--- config.mk ---
export PLATFORM = sky130hd
export DESIGN_NAME = irq_ctrl2l
export DESIGN_NICKNAME = d
export VERILOG_FILES = /design/src/rtl/irq_ctrl2l.sv
export SDC_FILE = /design/constraint.sdc
export NUM_CORES = 1
export LEC_CHECK = 0
export ABC_AREA = 1
export BUFFER_PORTS_ARGS = -buffer_cell sky130_fd_sc_hd__buf_2
export CORE_MARGIN = 2
export CORE_UTILIZATION = 40
export DETAILED_ROUTE_END_ITERATION = 8
export GPL_TIMING_DRIVEN = 1
export PLACE_DENSITY = 0.64
export SETUP_SLACK_MARGIN = 0.4
export SYNTH_ARGS = -nofsm -noshare
export SYNTH_HDL_FRONTEND = slang
export SYNTH_SLANG_ARGS = --single-unit
--- constraint.sdc ---
create_clock -name clk -period 2.04 [get_ports clk]
set_input_delay 0.102 -clock clk [delete_from_list [all_inputs] [get_ports clk]]
set_output_delay 0.102 -clock clk [all_outputs]
set_load 0.05 [all_outputs]
--- src/rtl/irq_ctrl2l.sv ---
module irq_ctrl2l #(
  parameter logic [7:0] A_EN  = 8'hA8,
  parameter logic [7:0] A_PRI = 8'hB8,
  parameter logic [7:0] A_FLG = 8'hC0,
  parameter logic [7:0] A_TYP = 8'hC8
) (
  input  logic       clk,
  input  logic       rst_n,
  input  logic       ext0_n,
  input  logic       ext1_n,
  input  logic       tmr0_ovf,
  input  logic       tmr1_ovf,
  input  logic       tmr2_ovf,
  input  logic       tmr2_ext,
  input  logic       ser_rx,
  input  logic       ser_tx,
  input  logic       sw_wr,
  input  logic [7:0] sw_addr,
  input  logic [7:0] sw_wdata,
  output logic [7:0] sw_rdata,
  output logic       irq_req,
  output logic [2:0] irq_vec,
  input  logic       irq_ack,
  input  logic       eos
);

  logic [7:0] en_r, flg, flg_nxt;
  logic [5:0] pri_r, pend, hi, lo;
  logic [1:0] typ_r, pin_q, pin_qq, fall;
  logic       hi_act, lo_act, sel_hi, sel_lo, take;
  logic [7:0] clr;

  function automatic logic [2:0] first_set(input logic [5:0] v);
    first_set = 3'd0;
    for (int i = 5; i >= 0; i--)
      if (v[i]) first_set = 3'(i);
  endfunction

  // pin sampling and edge detect
  always_ff @(posedge clk or negedge rst_n)
    if (!rst_n) begin
      pin_q  <= 2'b11;
      pin_qq <= 2'b11;
    end else begin
      pin_q  <= {ext1_n, ext0_n};
      pin_qq <= pin_q;
    end

  assign fall = pin_qq & ~pin_q;

  // arbitration
  assign pend = {flg[6] | flg[7], flg[4] | flg[5], flg[3:0]} & en_r[5:0] & {6{en_r[7]}};
  assign hi     = pend & pri_r;
  assign lo     = pend & ~pri_r;
  assign sel_hi = (|hi) && !hi_act;
  assign sel_lo = !sel_hi && (|lo) && !hi_act && !lo_act;
  assign irq_req = sel_hi | sel_lo;
  assign irq_vec = sel_hi ? first_set(hi) : first_set(lo);
  assign take    = irq_ack && irq_req;

  // flag clear rules on acknowledge
  always_comb begin
    clr = '0;
    if (take)
      case (irq_vec)
        3'd0:    clr[0] = typ_r[0];
        3'd1:    clr[1] = 1'b1;
        3'd2:    clr[2] = typ_r[1];
        3'd3:    clr[3] = 1'b1;
        default: clr = '0;
      endcase
  end

  always_comb begin
    flg_nxt = flg & ~clr;
    flg_nxt[0] = flg_nxt[0] | fall[0];
    flg_nxt[2] = flg_nxt[2] | fall[1];
    flg_nxt[1] = flg_nxt[1] | tmr0_ovf;
    flg_nxt[3] = flg_nxt[3] | tmr1_ovf;
    flg_nxt[4] = flg_nxt[4] | ser_rx;
    flg_nxt[5] = flg_nxt[5] | ser_tx;
    flg_nxt[6] = flg_nxt[6] | tmr2_ovf;
    flg_nxt[7] = flg_nxt[7] | tmr2_ext;
    if (sw_wr && sw_addr == A_FLG) flg_nxt = sw_wdata;
    if (!typ_r[0]) flg_nxt[0] = ~pin_q[0];
    if (!typ_r[1]) flg_nxt[2] = ~pin_q[1];
  end

  always_ff @(posedge clk or negedge rst_n)
    if (!rst_n) begin
      flg   <= '0;
      en_r  <= '0;
      pri_r <= '0;
      typ_r <= '0;
    end else begin
      flg <= flg_nxt;
      if (sw_wr && sw_addr == A_EN)  en_r  <= sw_wdata & 8'hBF;
      if (sw_wr && sw_addr == A_PRI) pri_r <= sw_wdata[5:0];
      if (sw_wr && sw_addr == A_TYP) typ_r <= sw_wdata[1:0];
    end

  // in-service levels
  always_ff @(posedge clk or negedge rst_n)
    if (!rst_n) begin
      hi_act <= 1'b0;
      lo_act <= 1'b0;
    end else begin
      if (eos) begin
        if (hi_act) hi_act <= 1'b0;
        else        lo_act <= 1'b0;
      end
      if (take) begin
        if (sel_hi) hi_act <= 1'b1;
        else        lo_act <= 1'b1;
      end
    end

  always_comb
    case (sw_addr)
      A_EN:    sw_rdata = en_r;
      A_PRI:   sw_rdata = {2'b00, pri_r};
      A_FLG:   sw_rdata = flg;
      A_TYP:   sw_rdata = {6'd0, typ_r};
      default: sw_rdata = 8'h00;
    endcase

  // assertions
  assert_vec_range_R4: assert property (@(posedge clk) disable iff (!rst_n)
    irq_req |-> irq_vec <= 3'd5);

  assert_global_mask_R2: assert property (@(posedge clk) disable iff (!rst_n)
    !en_r[7] |-> !irq_req);

  assert_hi_blocks_R11: assert property (@(posedge clk) disable iff (!rst_n)
    hi_act |-> !irq_req);

  assert_tmr0_clear_R7: assert property (@(posedge clk) disable iff (!rst_n)
    (take && irq_vec == 3'd1 && !tmr0_ovf && !(sw_wr && sw_addr == A_FLG)) |=> !flg[1]);

  assert_serial_kept_R8: assert property (@(posedge clk) disable iff (!rst_n)
    (take && irq_vec == 3'd4 && !(sw_wr && sw_addr == A_FLG)) |=> (flg[4] | flg[5]));

  assert_take_sets_level_R10: assert property (@(posedge clk) disable iff (!rst_n)
    (take && !eos) |=> (hi_act || lo_act));

endmodule

# [Word-level counts from Yosys, hierarchy flattened]
# Index checks and enable logic that the tools add are counted.
# Widths: inputs -> output; s select.
[word_totals] reg_bits=29 latch_bits=0 ramBits=0 rom_bits=0 out_inout_bits=12 wordCells=81 memories=0
[classes] add_sub_neg=0 multipliers=0 n_div=0 magnitude_cmp=0 eq_ne=7 n_shift=0 n_mux=29 n_bitwise=22 reduce_logical=15
[ops] op="$mux 3" n=13
[ops] op="$eq 8x8->1 const B" n=4
[ops] op="$pmux 8 s4" n=1
[ops] op="$and 6x6->6" n=4
[ops] op="$mux 1" n=13
[ops] op="$reduce_or 6->1" n=2
[ops] op="$or 1x1->1" n=11
[ops] op="$logic_and 1x1->1" n=9
[ops] op="$and 8x8->8" n=1
[ops] op="$mux 8" n=1
[ops] op="$not 8->8" n=1
[ops] op="$eq 3x2->1 const B" n=2
[ops] op="$not 6->6" n=1
[ops] op="$mux 4" n=1
[ops] op="$eq 3x1->1 const B" n=1
[ops] op="$logic_not 1->1" n=3
[ops] op="$logic_not 3->1" n=1
[ops] op="$and 2x2->2" n=1
[ops] op="$not 1->1" n=2
[ops] op="$not 2->2" n=1

# [Logic depth before layout (Yosys ltp)]
# Gate-level depths: netlist of the first run.
[depth] depth_word=19 depth_mapped=17 mapped_depth_nobuf=16

# [Least setup slack after synthesis of the first run]
# OpenSTA, ideal clock, no wires.
[synth_timing] kind="input -> output" start="input sw_addr[1]" end="output sw_rdata[7]" arrival_ns=1.634 required_time_ns=1.938 setup_slack_ns=0.304 stages=4 cell_sequence="or2_4 -> nor4_4 -> inv_1 -> o22ai_1"
[synth_between] elab_chain_len=2
[synth_lines] element="start, declared" line="18" source="input logic [7:0] sw_addr,"
[synth_lines] element="$eq 8x8->1" line="119" source="case (sw_addr)"
[synth_lines] element="$pmux 8 s4 *" line="119"
[synth_lines] element="end, declared" line="20" source="output logic [7:0] sw_rdata,"
# Every way passes the cells marked *; elsewhere a longest branch is shown, timed or not.

# [Worst setup path in the final report of the first run]
[layout_timing] start="register en_r[7]" end="output irq_vec[1]"
[layout_between] elab_chain_len=8
[layout_lines] element="start, declared" line="27" source="logic [7:0] en_r, flg, flg_nxt;"
[layout_lines] element="start signal, assigned" line="97" source="if (sw_wr && sw_addr == A_EN) en_r <= sw_wdata & 8'hBF;"
[layout_lines] element="$and 6x6->6 *" line="52" source="assign pend = {flg[6] | flg[7], flg[4] | flg[5], flg[3:0]} & en_r[5:0] & {6{en_r[7]}};"
[layout_lines] element="$and 6x6->6, on equally long branches" line="54, 53"
[layout_lines] element="$mux 3 (5 in a row)" line="36" source="if (v[i]) first_set = 3'(i);"
[layout_lines] element="$mux 3 *" line="58" source="assign irq_vec = sel_hi ? first_set(hi) : first_set(lo);"
[layout_lines] element="end, declared" line="22" source="output logic [2:0] irq_vec,"
# Marks and branches as above.

==> run_results.csv, run 1 <==
group,metric,value,unit
layout,syn2layout_area_growth,34.4,%
critical_path,crit_path_end_kind,"output pin",
critical_path,crit_type,"flop to output pin",
critical_path,start_kind,"flop",
critical_path,reg2reg_from,"en_r[7]$_DFFE_PN0P_",
cts,cts-root-buf,"clkbuf_8",
critical_path,critPathMaxFanout,7,
pwr,p_seq_frac,0.391,
layout,final_core_util,0.553,
timing,slew_violations,0,
die,die-area,4960,µm²
synthesis,yosysTopAreaCell,"dfrtp_1",
run,maxCapViolCount,0,
pwr,p_per_area,721,nW/µm²
hold_path,worstHoldStart,"eos",
layout,layout_common_cells,"nand2_1, inv_1, buf_2",
placed_design,port_buffers,40,
cts,cts_tree,"built",
critical_path,r2r-end,"flg[2]$_DFF_PN0_",
placed_design,dp_hpwl,3.23,mm
pwr,switchingPower,0.000567,W
die,io-pin-count,41,
synthesis,async_flop_share,1.00,
timing,slew_headroom,0.551,
synthesis,yosys_warnings,0,
timing,period_minus_slack,1790,ps
layout,layout-drive-gt1-share,0.392,
synthesis,synthCells,228,
detailed_routing,ant_nets,0,
detailed_routing,via_per_inst,4.94,
timing,hold_violations,0,
detailed_routing,drc,0,
timing,tightest_slew,673,ps
die,die_x,70.5,µm
pwr,clock_power_share,0.303,
timing,setup_viol,0,
hold_path,hold-path-endpoint,"hi_act$_DFF_PN0_",
die,num_rows,24,
cts,insertion_delay,270,ps
cts,cts_htree_levels,2,
detailed_routing,post_drt_wl_per_cell,12.6,µm
hold_path,hold_class,"primary input to flop",
pwr,irDropWorstVdd,0.000485,V
synthesis,synth_seq_cells,29,
detailed_routing,vias,1694,
detailed_routing,drtIter0Drc,133,
pwr,p_leak,1.28,nW
die,die_y,70.5,µm
grt,antenna_found_initial,0,
grt,grt_pass1_vias,1664,
critical_path,cp.arrival,1690,ps
critical_path,reg2reg_depth,13,
synthesis,synthFlopType,"dfrtp_1",
detailed_routing,drt_pass1_iterations,4,
cts,cts_made_buffers,5,
critical_path,r2r_slack,300,ps
synthesis,synth_nets,257,
timing,setup_tns,0,ps
outcome,status,"completed",
layout,final_common_cell,"nand2_1",
pwr,power.total,0.00171,W
critical_path,cp_data_required_time,1940,ps
synthesis,ys_types,32,
synthesis,seq_area_frac_synth,0.414,
pwr,switching_share,0.331,
detailed_routing,wl,4.33,mm
pwr,comb_power_share,0.306,
synthesis,synth_area,1770,µm²
layout,nets,319,
grt,groute.usage.overall,0.188,
die,start_util,0.411,
grt,grt_pass1_wl,7.46,mm
synthesis,syn_avg_cell_area,7.75,µm²
layout,antenna_cells,0,
cts,clock_sinks,29,
cts,clk_path_buf_depth,2,
layout,fillers,395,
timing,fin_crit_sh,0.877,
placed_design,gp_congestion,0.834,
cts,path_clk_slew,70,ps
grt,grt_overflow,0,
timing,clock.fmax,559,MHz
synthesis,synth_edf_count,0,
die,core-area,4290,µm²
pwr,internal_power,0.00115,W
timing,grt_setup_unrepaired,"true",
timing,finalClockSkew,5.73,ps
grt,grt_max_degree,30,
synthesis,synth_area_leaders,"dfrtp_1, nand2_1, inv_1",
synthesis,yosys.area.top_type_share,0.354,
hold_path,hold_depth,2,
## through the flow
step	instances	area [µm²]	setup WS, ps	hold WS, ps
after floorplan	228	1780	359	-194
after global placement	320	2050	261	173
after detailed placement	320	2050	262	173
after CTS	338	2300	268	16.7
after global routing	343	2370	139	18.5
final	343	2370	250	17.4
## synth_stat cells (4+ instances only)
master / n
nand4_1: 10
inv_1: 34
nand3_1: 5
nand2_4: 6
o21ai_0: 20
inv_2: 5
dfstp_2: 4
nand2_1: 71
dfrtp_1: 25
nor2_1: 10
o221ai_1: 4
## registers in the layout (all words and copies together) (netlist names)
| name | count |
|---|---|
| flg | 8 |
| en_r | 7 |
| lo_act | 1 |
| typ_r | 2 |
| hi_act | 1 |
| pin_qq | 2 |
| pri_r | 6 |
| pin_q | 2 |
## logic make-up (layout without fill, tap and decap cells)
group	Yosys count	count (layout)	synth area share
muxes	2	2	0.0127
and+or+nand+nor	119	119	0.353
AOI/OAI and AO/OA	35	35	0.121
DFF	29	29	0.414
buffers and inverters	43	106	0.0999
## power groups by stage
stage | logic [W] | clock network [W] | registers [W]
6_report | 0.000524 | 0.000520 | 0.000669
5_1_grt | 0.000575 | 0.000560 | 0.000677
4_1_cts | 0.000487 | 0.000530 | 0.000669
3_5_place_dp | 0.000418 | 0 | 0.000680
3_3_place_gp | 0.000417 | 0 | 0.000680
2_1_floorplan | 0.000329 | 0 | 0.000664
## final cells by class
class                   instances  area (µm²)  area share
multi-input cells             156         921       0.388
flip-flops and latches         29         732       0.308
repair buffers                 58         400       0.169
inverters                      40         155      0.0653
clock buffers                   7        96.3      0.0406
well taps                      52        65.1      0.0274
clock inverters                 1        5.00     0.00211
## how the worst max path moves through the flow
stage	startpoint	endpoint	depth (start not counted)
finish	en_r[7]$_DFFE_PN0P_	irq_vec[1]	7
global route	en_r[7]$_DFFE_PN0P_	irq_vec[0]	10
CTS	en_r[7]$_DFFE_PN0P_	irq_vec[0]	12
detailed placement	en_r[7]$_DFFE_PN0P_	flg[0]$_DFF_PN0_	15
global placement	en_r[7]$_DFFE_PN0P_	flg[0]$_DFF_PN0_	15
floorplan	sw_addr[1]	sw_rdata[2]	4
## what timing repair did
item	in CTS	in global routing
hold endpoints to repair	27	0
gates resized for setup	24	13
pin swaps	13	10
endpoints found under the setup margin	11	13
hold buffers	3	0
buffers inserted	7	5
## metal layers
layer  share of wire  track usage  vias up  wire length, µm
met2            0.47        0.305       51             2050
met3           0.060       0.0375        8              258
met4           0.013       0.0427        0               56
li1                -            -      861                -
met5               0            0        -                0
met1            0.45        0.259      774             1970
## worst max-delay path, stage by stage, from the launching register on
cell and delay (ps):
dfrtp_2 440, buf_6 140, nand4_1 160, buf_4 190, a21oi_2 170, nand2_4 90, nand2_8 80, buf_8 150
No activity file was read; power rests on OpenSTA's default activity.
==> run 2: changes to the inputs <==
Settings changed: SETUP_SLACK_MARGIN 0.4 to 0.15.
==> run 2 against run 1 <==
Cell area fell by 6.3%; fmax down 3.0%; register-to-register slack about the same; first-iteration DRC count decreased by 52%; die area unchanged; combinational power down 11%; via count shrank 3.2%; critical path type unchanged; largest cell class unchanged.
==> run_results.csv, run 2 (synthesis results as in run 1) <==
group,metric,value,unit
grt,grt_pass1_vias,1649,
pwr,switching_share,0.359,
pwr,comb_power_share,0.287,
die,core-area,4290,µm²
cts,clock_sinks,29,
outcome,status,"completed",
hold_path,hold_class,"primary input to flop",
critical_path,cp.arrival,1740,ps
pwr,switchingPower,0.000582,W
layout,layout_common_cells,"nand2_1, buf_2, inv_1",
layout,layout-drive-gt1-share,0.346,
layout,nets,311,
placed_design,dp_hpwl,3.26,mm
cts,insertion_delay,290,ps
timing,setup_tns,0,ps
timing,setup_viol,0,
timing,grt_setup_unrepaired,"true",
timing,slew_violations,0,
critical_path,reg2reg_depth,14,
placed_design,place_area,2030,µm²
pwr,internal_power,0.00104,W
critical_path,crit_type,"flop to output pin",
cts,cts_made_buffers,5,
timing,period_minus_slack,1840,ps
timing,tightest_slew,703,ps
layout,largest_register_ffs,8,
cts,cts_htree_levels,2,
timing,hold_violations,0,
detailed_routing,post_drt_wl_per_cell,13.0,µm
detailed_routing,vias,1639,
placed_design,port_buffers,40,
grt,grt_pass1_wl,7.42,mm
critical_path,crit_path_end_kind,"output pin",
detailed_routing,ant_nets,0,
critical_path,reg2reg_from,"en_r[7]$_DFFE_PN0P_",
layout,syn2layout_area_growth,25.9,%
timing,holdWs,3.87,ps
critical_path,crit_chain,"nand4_1, nand2_2, nor2_4, nand2_4, nand2_4, nand3_2, inv_2, nor2_4, inv_2, buf_8",
hold_path,hold_depth,2,
grt,antenna_found_initial,0,
layout,design_area,2220,µm²
timing,fin_crit_sh,0.904,
grt,grt_overflow,0,
detailed_routing,drt_pass1_iterations,4,
cts,clk_path_buf_depth,2,
layout,largest-register,"flg",
layout,antenna_cells,0,
pwr,p_leak,1.20,nW
pwr,p_seq_frac,0.412,
cts,cts-root-buf,"clkbuf_8",
critical_path,crit_slowest_cell,"dfrtp_2",
critical_path,critPathMaxFanout,7,
die,die-area,4960,µm²
placed_design,gp_congestion,0.830,
grt,grt_max_degree,30,
detailed_routing,via_per_inst,4.89,
run,maxCapViolCount,0,
die,num_rows,24,
critical_path,cp_data_required_time,1940,ps
die,die_y,70.5,µm
layout,largestRegisters,"flg: 8 flops, en_r: 7 flops, pri_r: 6 flops",
pwr,p_per_area,729,nW/µm²
timing,clock.fmax,542,MHz
detailed_routing,drtIter0Drc,64,
timing,finalClockSkew,2.77,ps
pwr,clock_power_share,0.301,
cts,cts_tree,"built",
die,start_util,0.411,
critical_path,max_stage_delay,460,ps
hold_path,worstHoldStart,"eos",
pwr,irDropWorstVdd,0.000419,V
detailed_routing,wl,4.37,mm
timing,slew_headroom,0.531,
die,die_x,70.5,µm
critical_path,start_kind,"flop",
critical_path,r2r_slack,300,ps
layout,final_common_cell,"nand2_1",
die,io-pin-count,41,
grt,groute.usage.overall,0.193,
cts,path_clk_slew,70,ps
hold_path,hold-path-endpoint,"hi_act$_DFF_PN0_",
detailed_routing,drc,0,
critical_path,r2r-end,"flg[0]$_DFF_PN0_",
==> run 2: changes by cell type in the layout (fill, tap and decap cells not counted), sizes merged <==
cell and delta:
buf -6, clkbuf -4, clkinvlp +3, clkinv -1
==> run 2: metal layers <==
layer / GRT usage / up-vias / share of wire
met3: 0.0447 / 7 / 0.044
met1: 0.252 / 752 / 0.45
met2: 0.316 / 42 / 0.50
met4: 0.0641 / 0 / 0.013
met5: 0 / - / 0
li1: - / 838 / -
==> run 2: worst max path at each step <==
stage,from,to,slack (ps),cells after the start
after floorplan,sw_addr[1],sw_rdata[7],300,4
after global routing,en_r[7]$_DFFE_PN0P_,flg[0]$_DFF_PN0_,90,14
after global placement,en_r[7]$_DFFE_PN0P_,flg[0]$_DFF_PN0_,300,15
after CTS,en_r[7]$_DFFE_PN0P_,irq_vec[0],100,11
after detailed placement,en_r[7]$_DFFE_PN0P_,flg[2]$_DFF_PN0_,250,15
final,en_r[7]$_DFFE_PN0P_,irq_vec[0],200,10
==> run 2: per-stage QoR <==
stage	cells	setup WS, ps	power, W	util
2_1_floorplan	228	304	0.000981	-
3_3_place_gp	320	301	0.00108	0.473
3_5_place_dp	320	253	0.00109	0.473
4_1_cts	331	105	0.00159	0.502
5_1_grt	335	87.1	0.00172	0.518
6_report	335	195	0.00162	0.518
==> run 2: what timing repair did <==
action,CTS,global route
buffers inserted,0,4
endpoints found under the hold margin,27,0
pin swaps,0,9
hold buffers,3,0
gates resized for setup,3,17
endpoints found under the setup margin,4,5
==> run 2: critical path: cells and delay by family (launching register included) <==
kind / cells / cell delay, ps
AND/OR/NAND/NOR: 7 / 720
flip-flops: 1 / 460
buffers and inverters: 3 / 280
==> run 2: cell type report <==
class	count	area (µm²)
Timing Repair Buffer	50	304
Sequential cell	29	732
Fill cell	457	2070
Tap cell	52	65.1
Clock inverter	3	22.5
Clock buffer	5	68.8
Inverter	40	153
Multi-Input combinational cell	156	880
==> run 2: power groups by stage <==
stage               combinational (W)  sequential (W)  clock, W
floorplan                    0.000317        0.000664         0
global placement             0.000405        0.000678         0
detailed placement           0.000410        0.000680         0
CTS                          0.000420        0.000670  0.000502
global route                 0.000519        0.000675  0.000521
finish                       0.000465        0.000668  0.000489
==> run 3: changes to the inputs <==
Settings changed: CORE_UTILIZATION 40 to 53, PLACE_DENSITY 0.64 to 0.81.
==> run 3 against run 2 <==
Cell area increased by 5.7%; critical endpoint unchanged; first-iteration DRC count increased by 80%; non-clock buffer count increased by 17; highest routed layer unchanged; wire length increased by 1.4%.
==> run_results.csv, run 3 (synthesis results as in run 1) <==
group,metric,value,unit
pwr,irDropWorstVdd,0.000478,V
critical_path,reg2reg_depth,15,
die,num_rows,20,
hold_path,hold_class,"primary input to flop",
detailed_routing,wl,4.43,mm
cts,path_clk_slew,100,ps
critical_path,crit_chain,"buf_6, nand4_1, nand2_2, nor2_4, nand2_4, nand2_4, nand3_2, inv_2, nor2_4, inv_2, buf_8",
cts,cts-root-buf,"clkbuf_4",
layout,largest-register,"flg",
detailed_routing,met1_length,1.69,mm
layout,syn2layout_area_growth,33.1,%
detailed_routing,post_drt_wl_per_cell,12.9,µm
critical_path,crit_type,"flop to output pin",
timing,period_minus_slack,1910,ps
critical_path,cp_data_required_time,1940,ps
detailed_routing,ant_nets,0,
cts,cts_tree,"built",
layout,final_common_cell,"nand2_1",
critical_path,crit_path_end_kind,"output pin",
detailed_routing,drt_pass1_iterations,7,
cts,cts_made_buffers,5,
critical_path,crit_slowest_cell,"dfrtp_2",
detailed_routing,vias,1798,
pwr,p_leak,1.27,nW
timing,tightest_slew,657,ps
detailed_routing,wl_met2,2.29,mm
timing,slew_violations,0,
layout,antenna_cells,0,
layout,finalNonFillerCells,344,
die,die-area,3810,µm²
critical_path,r2r-end,"flg[3]$_DFF_PN0_",
cts,clock_sinks,29,
timing,clock.fmax,523,MHz
die,start_util,0.569,
detailed_routing,drtIter0Drc,115,
timing,setup_tns,0,ps
timing,hold_violations,0,
critical_path,max_stage_delay,430,ps
critical_path,cp-endpoint,"irq_vec[0]",
timing,slew_headroom,0.562,
pwr,p_per_area,655,nW/µm²
layout,layout-drive-gt1-share,0.373,
timing,setup_viol,0,
critical_path,critPathMaxFanout,5,
critical_path,start_kind,"flop",
placed_design,post-place-cells,311,
pwr,power.total,0.00154,W
layout,layout_common_cells,"nand2_1, buf_2, inv_1",
critical_path,reg2reg_from,"en_r[7]$_DFFE_PN0P_",
critical_path,r2r_slack,280,ps
placed_design,place_area,2010,µm²
cts,cts_htree_levels,2,
detailed_routing,drc,0,
grt,groute.usage.overall,0.262,
timing,grt_setup_unrepaired,"true",
cts,insertion_delay,330,ps
timing,worst_slack,128,ps
placed_design,dp_hpwl,3.00,mm
grt,antenna_found_initial,0,
detailed_routing,routed.top_layer,"met4",
detailed_routing,wl_met3,354,µm
grt,grt_pass1_vias,1665,
die,die_x,61.7,µm
cts,clk_path_buf_depth,2,
placed_design,gp_congestion,0.926,
timing,finalClockSkew,11.7,ps
critical_path,cp.arrival,1810,ps
run,maxCapViolCount,0,
die,io-pin-count,41,
placed_design,place_ws,268,ps
outcome,status,"completed",
grt,grt_overflow,0,
grt,grt_pass1_wl,7.11,mm
critical_path,cp-startpoint,"en_r[7]$_DFFE_PN0P_",
layout,largest_register_ffs,8,
grt,grt_max_degree,30,
layout,nets,328,
layout,design_area,2350,µm²
timing,fin_crit_sh,0.937,
layout,largestRegisters,"flg: 8 flops, en_r: 7 flops, pri_r: 6 flops",
die,core-area,3100,µm²
die,die_y,61.7,µm
detailed_routing,via_per_inst,5.23,
placed_design,port_buffers,40,
[run 3: changes by cell type in the layout (fill, tap and decap cells not counted), moves of 2 or more]
cell	delta
clkbuf_8	-5
dlygate4sd3_1	+6
clkinv_2	+2
inv_1	-2
buf_6	+3
clkbuf_4	+4
buf_4	+8
inv_2	+2
clkinvlp_4	-2
[run 3: what timing repair did]
item / in CTS / in global routing
buffers inserted: 11 / 5
endpoints found under the hold margin: 31 / 0
pin swaps: 11 / 5
gates resized for setup: 16 / 13
endpoints found under the setup margin: 4 / 8
hold buffers: 9 / 0
[run 3: worst min-delay path by stage]
stage	from	end	cells past startpoint	slack (ps)
finish	ser_rx	flg[4]$_DFF_PN0_	3	6
global route	sw_wdata[4]	flg[4]$_DFF_PN0_	3	10
CTS	sw_wdata[4]	flg[4]$_DFF_PN0_	3	0.8
detailed placement	rst_n	flg[7]$_DFF_PN0_	1	160
global placement	rst_n	flg[7]$_DFF_PN0_	1	160
floorplan	rst_n	en_r[0]$_DFFE_PN0P_	0	-190
[run 3: metal layers]
| metal | vias up | GRT usage |
|---|---|---|
| met2 | 87 | 0.448 |
| met1 | 824 | 0.319 |
| li1 | 875 | - |
| met3 | 12 | 0.0621 |
| met5 | - | 0 |
| met4 | 0 | 0.106 |
[run 3: layout make-up]
| cell class | count | area (µm²) |
|---|---|---|
| flip-flops and latches | 29 | 732 |
| clock buffers | 5 | 37.5 |
| clock inverters | 3 | 17.5 |
| inverters | 40 | 153 |
| fillers | 247 | 751 |
| multi-input cells | 156 | 892 |
| repair buffers | 67 | 465 |
| well taps | 44 | 55.1 |
[run 3: where the power goes]
group	leakage [nW]	total, W	switching, W	internal (W)
registers	0.288	0.000665	0.0000379	0.000627
clock network	0.0310	0.000346	0.000216	0.000130
logic	0.953	0.000529	0.000312	0.000218
total	1.27	0.00154	0.000566	0.000974
[run 3: critical path: cells and delay by family (launching register included)]
family / cells / cell delay, ps
AND/OR/NAND/NOR: 7 / 630
flip-flops: 1 / 430
buffers and inverters: 4 / 420
[run 3: per-stage QoR]
step                 util  hold slack [ps]
floorplan               -             -194
global placement    0.649              163
detailed placement  0.649              160
CTS                 0.735            0.813
global route        0.758             9.61
finish              0.758             5.51
